## config.mk

```make
export PLATFORM = sky130hd
export DESIGN_NAME = codec_host_regs
export DESIGN_NICKNAME = d
export VERILOG_FILES = /design/src/rtl/codec_host_pkg.sv /design/src/rtl/codec_idx_ctrl.sv /design/src/rtl/codec_ind_file.sv /design/src/rtl/codec_status.sv /design/src/rtl/codec_host_regs.sv
export SDC_FILE = /design/constraint.sdc
export NUM_CORES = 1
export LEC_CHECK = 0
export BUFFER_PORTS_ARGS = -buffer_cell sky130_fd_sc_hd__buf_4
export CELL_PAD_IN_SITES_DETAIL_PLACEMENT = 2
export CELL_PAD_IN_SITES_GLOBAL_PLACEMENT = 2
export CORE_ASPECT_RATIO = 1.25
export CORE_UTILIZATION = 45
export CTS_CLUSTER_SIZE = 25
export DETAILED_ROUTE_END_ITERATION = 10
export GPL_TIMING_DRIVEN = 0
export PLACE_DENSITY = 0.8
export RECOVER_POWER = 25
export SLEW_MARGIN = 30
export SYNTH_ARGS = -nofsm -noshare
export SYNTH_HDL_FRONTEND = slang
export SYNTH_SLANG_ARGS = --single-unit
```

## constraint.sdc

```tcl
create_clock -name clk -period 3.05 [get_ports clk]
set_clock_uncertainty 0.05 [all_clocks]
set_input_delay 0.4575 -clock clk [delete_from_list [all_inputs] [get_ports clk]]
set_output_delay 0.4575 -clock clk [all_outputs]
set_load 0.02 [all_outputs]
```

## src/rtl/codec_host_pkg.sv

```systemverilog
package codec_host_pkg;
  localparam int DW            = 8;
  localparam int FMT_IDX       = 8;
  localparam int CFG_IDX       = 9;
  localparam int PIN_IDX       = 10;
  localparam int PWR_IDX       = 11;
  localparam int IEN_BIT       = 1;
  localparam logic [7:0] CFG_LIVE_MASK = 8'h03;
  localparam logic [1:0] PM_DOWN       = 2'b01;
  localparam logic [7:0] LOCK_READ     = 8'h80;

  typedef enum logic [1:0] {
    A_INDEX  = 2'd0,
    A_DATA   = 2'd1,
    A_STATUS = 2'd2,
    A_PLAY   = 2'd3
  } dreg_e;

  // lockout when busy or in software power-down
  function automatic logic lockout(input logic busy, input logic [1:0] pm);
    return busy || (pm == PM_DOWN);
  endfunction

  // bits of an indirect register a host write may change
  function automatic logic [7:0] ind_wmask(input int unsigned idx, input logic mce);
    if (mce) return 8'hFF;
    if (idx == FMT_IDX) return 8'h00;
    if (idx == CFG_IDX) return CFG_LIVE_MASK;
    return 8'hFF;
  endfunction

  function automatic logic drq_gate(input logic req, input logic trd, input logic intf);
    return req && !(trd && intf);
  endfunction
endpackage

```

## src/rtl/codec_idx_ctrl.sv

```systemverilog
module codec_idx_ctrl #(
  parameter int IDX_W = 5
) (
  input  logic             clk,
  input  logic             rst_n,
  input  logic             wr_idx,
  input  logic [6:0]       wdata,
  input  logic             ext_mode,
  input  logic             locked,
  output logic             mce,
  output logic             trd,
  output logic [IDX_W-1:0] ia
);
  logic idx_take;
  assign idx_take = wr_idx && !locked;

  always_ff @(posedge clk) begin
    if (!rst_n) begin
      mce <= 1'b1;
      trd <= 1'b0;
      ia  <= '0;
    end else if (idx_take) begin
      mce <= wdata[6];
      trd <= wdata[5];
      ia  <= {wdata[IDX_W-1] & ext_mode, wdata[IDX_W-2:0]};
    end
  end

  AST_LOCK_HOLDS_INDEX: assert property (@(posedge clk) disable iff (!rst_n)
    (wr_idx && locked) |=> $stable({mce, trd, ia}));
  AST_LEGACY_TOP_BIT: assert property (@(posedge clk) disable iff (!rst_n)
    (wr_idx && !ext_mode) |=> !ia[IDX_W-1]);
endmodule

```

## src/rtl/codec_ind_file.sv

```systemverilog
module codec_ind_file
  import codec_host_pkg::*;
#(
  parameter int IDX_W = 5
) (
  input  logic             clk,
  input  logic             rst_n,
  input  logic             wr_data,
  input  logic [IDX_W-1:0] idx,
  input  logic             mce,
  input  logic [7:0]       wdata,
  output logic [7:0]       rd_val,
  output logic             ien,
  output logic [1:0]       pm
);
  localparam int N_IND = 1 << IDX_W;

  logic [7:0] bank [N_IND];

  generate
    for (genvar g = 0; g < N_IND; g++) begin : g_reg
      logic [7:0] msk;
      assign msk = ind_wmask(g, mce);
      always_ff @(posedge clk) begin
        if (!rst_n)
          bank[g] <= '0;
        else if (wr_data && (idx == IDX_W'(g)))
          bank[g] <= (bank[g] & ~msk) | (wdata & msk);
      end
    end
  endgenerate

  assign rd_val = bank[idx];
  assign ien    = bank[PIN_IDX][IEN_BIT];
  assign pm     = bank[PWR_IDX][1:0];

  AST_FMT_GUARDED: assert property (@(posedge clk) disable iff (!rst_n)
    (wr_data && !mce && idx == IDX_W'(FMT_IDX)) |=> $stable(bank[FMT_IDX]));
  AST_CFG_UPPER_GUARDED: assert property (@(posedge clk) disable iff (!rst_n)
    (wr_data && !mce && idx == IDX_W'(CFG_IDX)) |=> $stable(bank[CFG_IDX][7:2]));
endmodule

```

## src/rtl/codec_status.sv

```systemverilog
module codec_status (
  input  logic clk,
  input  logic rst_n,
  input  logic irq_event,
  input  logic wr_stat,
  input  logic wr_play,
  input  logic sample_taken,
  output logic int_f,
  output logic prdy
);
  always_ff @(posedge clk) begin
    if (!rst_n) begin
      int_f <= 1'b0;
      prdy  <= 1'b1;
    end else begin
      if (irq_event)    int_f <= 1'b1;
      else if (wr_stat) int_f <= 1'b0;
      if (wr_play)           prdy <= 1'b0;
      else if (sample_taken) prdy <= 1'b1;
    end
  end

  AST_INT_SET_WINS: assert property (@(posedge clk) disable iff (!rst_n)
    irq_event |=> int_f);
  AST_INT_CLEARED: assert property (@(posedge clk) disable iff (!rst_n)
    (wr_stat && !irq_event) |=> !int_f);
  AST_PRDY_WRITE_CLEARS: assert property (@(posedge clk) disable iff (!rst_n)
    wr_play |=> !prdy);
endmodule

```

## src/rtl/codec_host_regs.sv

```systemverilog
module codec_host_regs
  import codec_host_pkg::*;
#(
  parameter int IDX_W = 5
) (
  input  logic       clk,
  input  logic       rst_n,
  input  logic [1:0] addr,
  input  logic       wr_en,
  input  logic       rd_en,
  input  logic [7:0] wdata,
  output logic [7:0] rdata,
  input  logic       init_busy,
  input  logic       ext_mode,
  input  logic       irq_event,
  input  logic       sample_taken,
  input  logic       play_drq_in,
  input  logic       cap_drq_in,
  output logic       play_drq_out,
  output logic       cap_drq_out,
  output logic       irq_out,
  output logic       dac_mute
);
  logic             wr_idx, wr_data, wr_stat, wr_play, locked;
  logic             mce, trd, int_f, prdy, ien;
  logic [IDX_W-1:0] ia;
  logic [1:0]       pm;
  logic [7:0]       ind_val, rd_next;

  assign locked  = lockout(init_busy, pm);
  assign wr_idx  = wr_en && (addr == A_INDEX);
  assign wr_data = wr_en && (addr == A_DATA) && !locked;
  assign wr_stat = wr_en && (addr == A_STATUS);
  assign wr_play = wr_en && (addr == A_PLAY);

  codec_idx_ctrl #(.IDX_W(IDX_W)) u_idx (
    .clk(clk), .rst_n(rst_n), .wr_idx(wr_idx), .wdata(wdata[6:0]),
    .ext_mode(ext_mode), .locked(locked), .mce(mce), .trd(trd), .ia(ia)
  );

  codec_ind_file #(.IDX_W(IDX_W)) u_ind (
    .clk(clk), .rst_n(rst_n), .wr_data(wr_data), .idx(ia), .mce(mce),
    .wdata(wdata), .rd_val(ind_val), .ien(ien), .pm(pm)
  );

  codec_status u_stat (
    .clk(clk), .rst_n(rst_n), .irq_event(irq_event), .wr_stat(wr_stat),
    .wr_play(wr_play), .sample_taken(sample_taken), .int_f(int_f), .prdy(prdy)
  );

  always_comb begin
    unique case (dreg_e'(addr))
      A_INDEX:  rd_next = locked ? LOCK_READ : {1'b0, mce, trd, 5'(ia)};
      A_DATA:   rd_next = locked ? LOCK_READ : ind_val;
      A_STATUS: rd_next = {6'b0, prdy, int_f};
      default:  rd_next = 8'h00;
    endcase
  end

  always_ff @(posedge clk) begin
    if (!rst_n)     rdata <= '0;
    else if (rd_en) rdata <= rd_next;
  end

  assign play_drq_out = drq_gate(play_drq_in, trd, int_f);
  assign cap_drq_out  = drq_gate(cap_drq_in, trd, int_f);
  assign irq_out      = int_f && ien;
  assign dac_mute     = mce;

  AST_DRQ_HELD: assert property (@(posedge clk) disable iff (!rst_n)
    (trd && int_f) |-> !(play_drq_out || cap_drq_out));
  AST_DRQ_PASS: assert property (@(posedge clk) disable iff (!rst_n)
    !trd |-> (play_drq_out == play_drq_in && cap_drq_out == cap_drq_in));
  AST_IRQ_NEEDS_INT: assert property (@(posedge clk) disable iff (!rst_n)
    irq_out |-> int_f);
  AST_LOCK_READ: assert property (@(posedge clk) disable iff (!rst_n)
    (rd_en && locked && addr == 2'd1) |=> rdata == 8'h80);
endmodule

```

==> flow_summary.yaml <==
detailed_routing:
  routed_wl_mm: 50.1
  drc: 0
  post_drt_wl_per_cell_um: 33.5
  drtIter0Drc: 831
  drtPass1Iterations: 5
  vias: 9337
  final_antenna_net_count: 0
  vias_per_cell: 6.24
placement:
  place_ws_ps: -60.3
  dp.final_hpwl_mm: 34.9
  placed_area_um2: 13900
  gp_congestion: 0.931
  portBuffers: 30
floorplan:
  die_w_um: 155
  io_pins: 32
  initial_core_util: 0.460
  std_cell_rows: 69
  die_area_um2: 29900
  core-area_um2: 28600
  die_y_um: 193
run:
  drv_cap: 0
worst_setup_path:
  slowest_stage: "o21ai_1"
  worstSetupStartpointType: "flop"
  crit_family: "simple AND/OR/NAND/NOR gates"
  worst-path-buf-inv: 1
  worst_ep_required_time_ps: 3180
  cp_num_cells: 5
  r2r_cells: 5
  crit_path_cell_trace: "nor2b_1 -> nor4_2 -> nand2b_1 -> clkbuf_1 -> o21ai_1"
  crit_type: "flop to flop"
  crit_path_max_incr_delay_ps: 810
  arrival_ps: 3220
  path_max_fanout: 10
  end_kind: "flop"
final_layout:
  fill_cells: 2685
  multi_input_area_um2: 4610
  regArea_um2: 8130
  design_area_um2: 15100
  drive_above_1_share: 0.123
  n_antenna_cell: 0
  final_util: 0.527
  nets: 1103
  area.growth.synth_to_final_pct: 14.6
clocking:
  cts_tree: "built"
  clk_pin_slew_ps: 60
  clk-insertion-delay-late_ps: 560
  ctsLongestPathBuffers: 3
  numCtsBuffers: 30
  cts.sink_count: 278
  h-tree-depth: 1
  clockRootBuffer: "clkbuf_16"
  post-cts-setup-buffer-count: 0
  hold_buffers: 0
global_routing:
  busiest_layer: "met2"
  antenna_found_initial: 1
  grt_pass1_vias: 10100
  grt_use_met2: 0.580
  grt.met3_usage: 0.0445
  grt_max_degree: 15
  gr-total-overflow: 0
  grtUsageTotal: 0.340
  grt_pass1_wl_mm: 71.3
  use_met1: 0.411
hold_path:
  min_delay_path_depth: 3
  hp-class: "input port to flop"
timing:
  hold_viol: 0
  whs_ps: 98.4
  rsz0062_at_grt: "yes"
  setup_viol: 40
  finalCritPeriodShare: 1.01
  timing.slew.headroom: 0.338
  tns_ps: -1020
  worst_slack_ps: -41.5
  drv_slew: 0
  clock.fmax_ghz: 0.323
  tightest_slew_ps: 987
  period_minus_slack_ps: 3090
synth:
  syn_inst: 1021
  yosys_warnings: 0
  synth_common_cells: "edfxtp_1, and2_1, mux2i_1"
  netlist_area_um2: 13100
  ys_seq_elements: 278
  synth_area_per_cell_um2: 12.9
  ys_seq_area_frac: 0.619
  synth_top_area_frac: 0.585
  ys.flop_type: "edfxtp_1"
  synth_cell_type_count: 45
  synth_edf_count: 256
  yosysMostFrequentCell: "edfxtp_1"
  synth_top_area_cell: "edfxtp_1"
  syn-num-nets: 1041
  synth_area_leaders: "edfxtp_1, and2_1, mux2i_1"
  async_flop_share: 0
power:
  p_leak_nw: 5.07
  vdd_drop_max_v: 0.000429
  powerDensity_nw_per_um2: 618
run_status:
  status: "complete, but fails checks"
  violations: "setup timing"
==> registers in the layout, summed over array words and instances (netlist names), named ones only <==
name,flops
u_idx.trd,1
rdata,8
u_idx.mce,1
u_idx.ia,5
u_stat.int_f,1
u_stat.prdy,1
u_ind.bank,256
==> final cells by class <==
| cell class | count | area share |
|---|---|---|
| tap | 390 | 0.0324 |
| buffer | 81 | 0.0284 |
| clock inverter | 24 | 0.0280 |
| clock buffer | 32 | 0.0518 |
| inverter | 3 | 0.000748 |
| multi-input combinational | 659 | 0.307 |
| sequential | 278 | 0.540 |
| timing repair buffer | 30 | 0.0122 |
==> kinds of logic (layout without fill, tap and decap cells) <==
kind of cell / after synthesis / count (layout) / share of synthesized area
simple gates: 375 / 375 / 0.161
flops: 278 / 278 / 0.619
compound gates: 154 / 154 / 0.0789
mux: 130 / 130 / 0.107
buf+inv: 84 / 170 / 0.0335
==> layout by cell type (no fill, tap or decap), drive strengths merged, types with 2 or more instances in the layout <==
master     n
a21boi     3
a21oi     37
a221oi     6
a22o      14
a22oi     36
and2     183
buf       54
bufinv    12
clkbuf    89
clkinv    11
dfxtp     22
edfxtp   256
inv        3
mux2       8
mux2i    114
mux4       8
nand2     24
nand2b    17
nand3     10
nand3b     2
nand4      2
nor2      41
nor2b     18
nor3      65
nor4       5
nor4b      2
o21ai     38
o21bai     4
o22ai      7
o2bb2ai    4
o41ai      3
or2        3
or4        2
==> what timing repair did <==
item,in CTS,in global routing
endpoints found under the hold margin,0,0
resized for setup,1,8
endpoints found under the setup margin,8,97
==> worst reg2reg max path, stage by stage, from the launching register on <==
cell and delay, ps:
edfxtp_1 410, nor2b_1 240, nor4_2 420, nand2b_1 390, clkbuf_1 390, o21ai_1 810
==> final timing paths <==
check	startpoint	slack [ps]	endpoint
worst min-delay path	irq_event	100	u_stat.int_f
worst min register to register	u_stat.prdy	470	u_stat.prdy
worst max-delay path	u_ind.bank[11][0]	-40	u_ind.bank[4][6]
worst max register to register	u_ind.bank[11][0]	-40	u_ind.bank[4][6]
==> power breakdown <==
group | total [W] | internal, W | switching, W | leakage (nW)
Clock | 0.00448 | 0.00286 | 0.00162 | 0.584
Sequential | 0.00433 | 0.00427 | 0.0000554 | 2.82
Combinational | 0.000489 | 0.000127 | 0.000362 | 1.66
Total | 0.00930 | 0.00726 | 0.00204 | 5.07
==> through the flow <==
step / std cells / power (W)
2_1_floorplan: 1021 / 0.00463
3_3_place_gp: 1441 / 0.00484
3_5_place_dp: 1441 / 0.00488
4_1_cts: 1497 / 0.00930
5_1_grt: 1497 / 0.00945
6_report: 1497 / 0.00930
==> per-layer routing <==
| metal | wire (um) | part of all wire |
|---|---|---|
| met5 | 0 | 0 |
| met4 | 3560 | 0.071 |
| met3 | 2920 | 0.058 |
| met2 | 24300 | 0.49 |
| met1 | 19300 | 0.39 |
(Power assumes the default switching activity.)
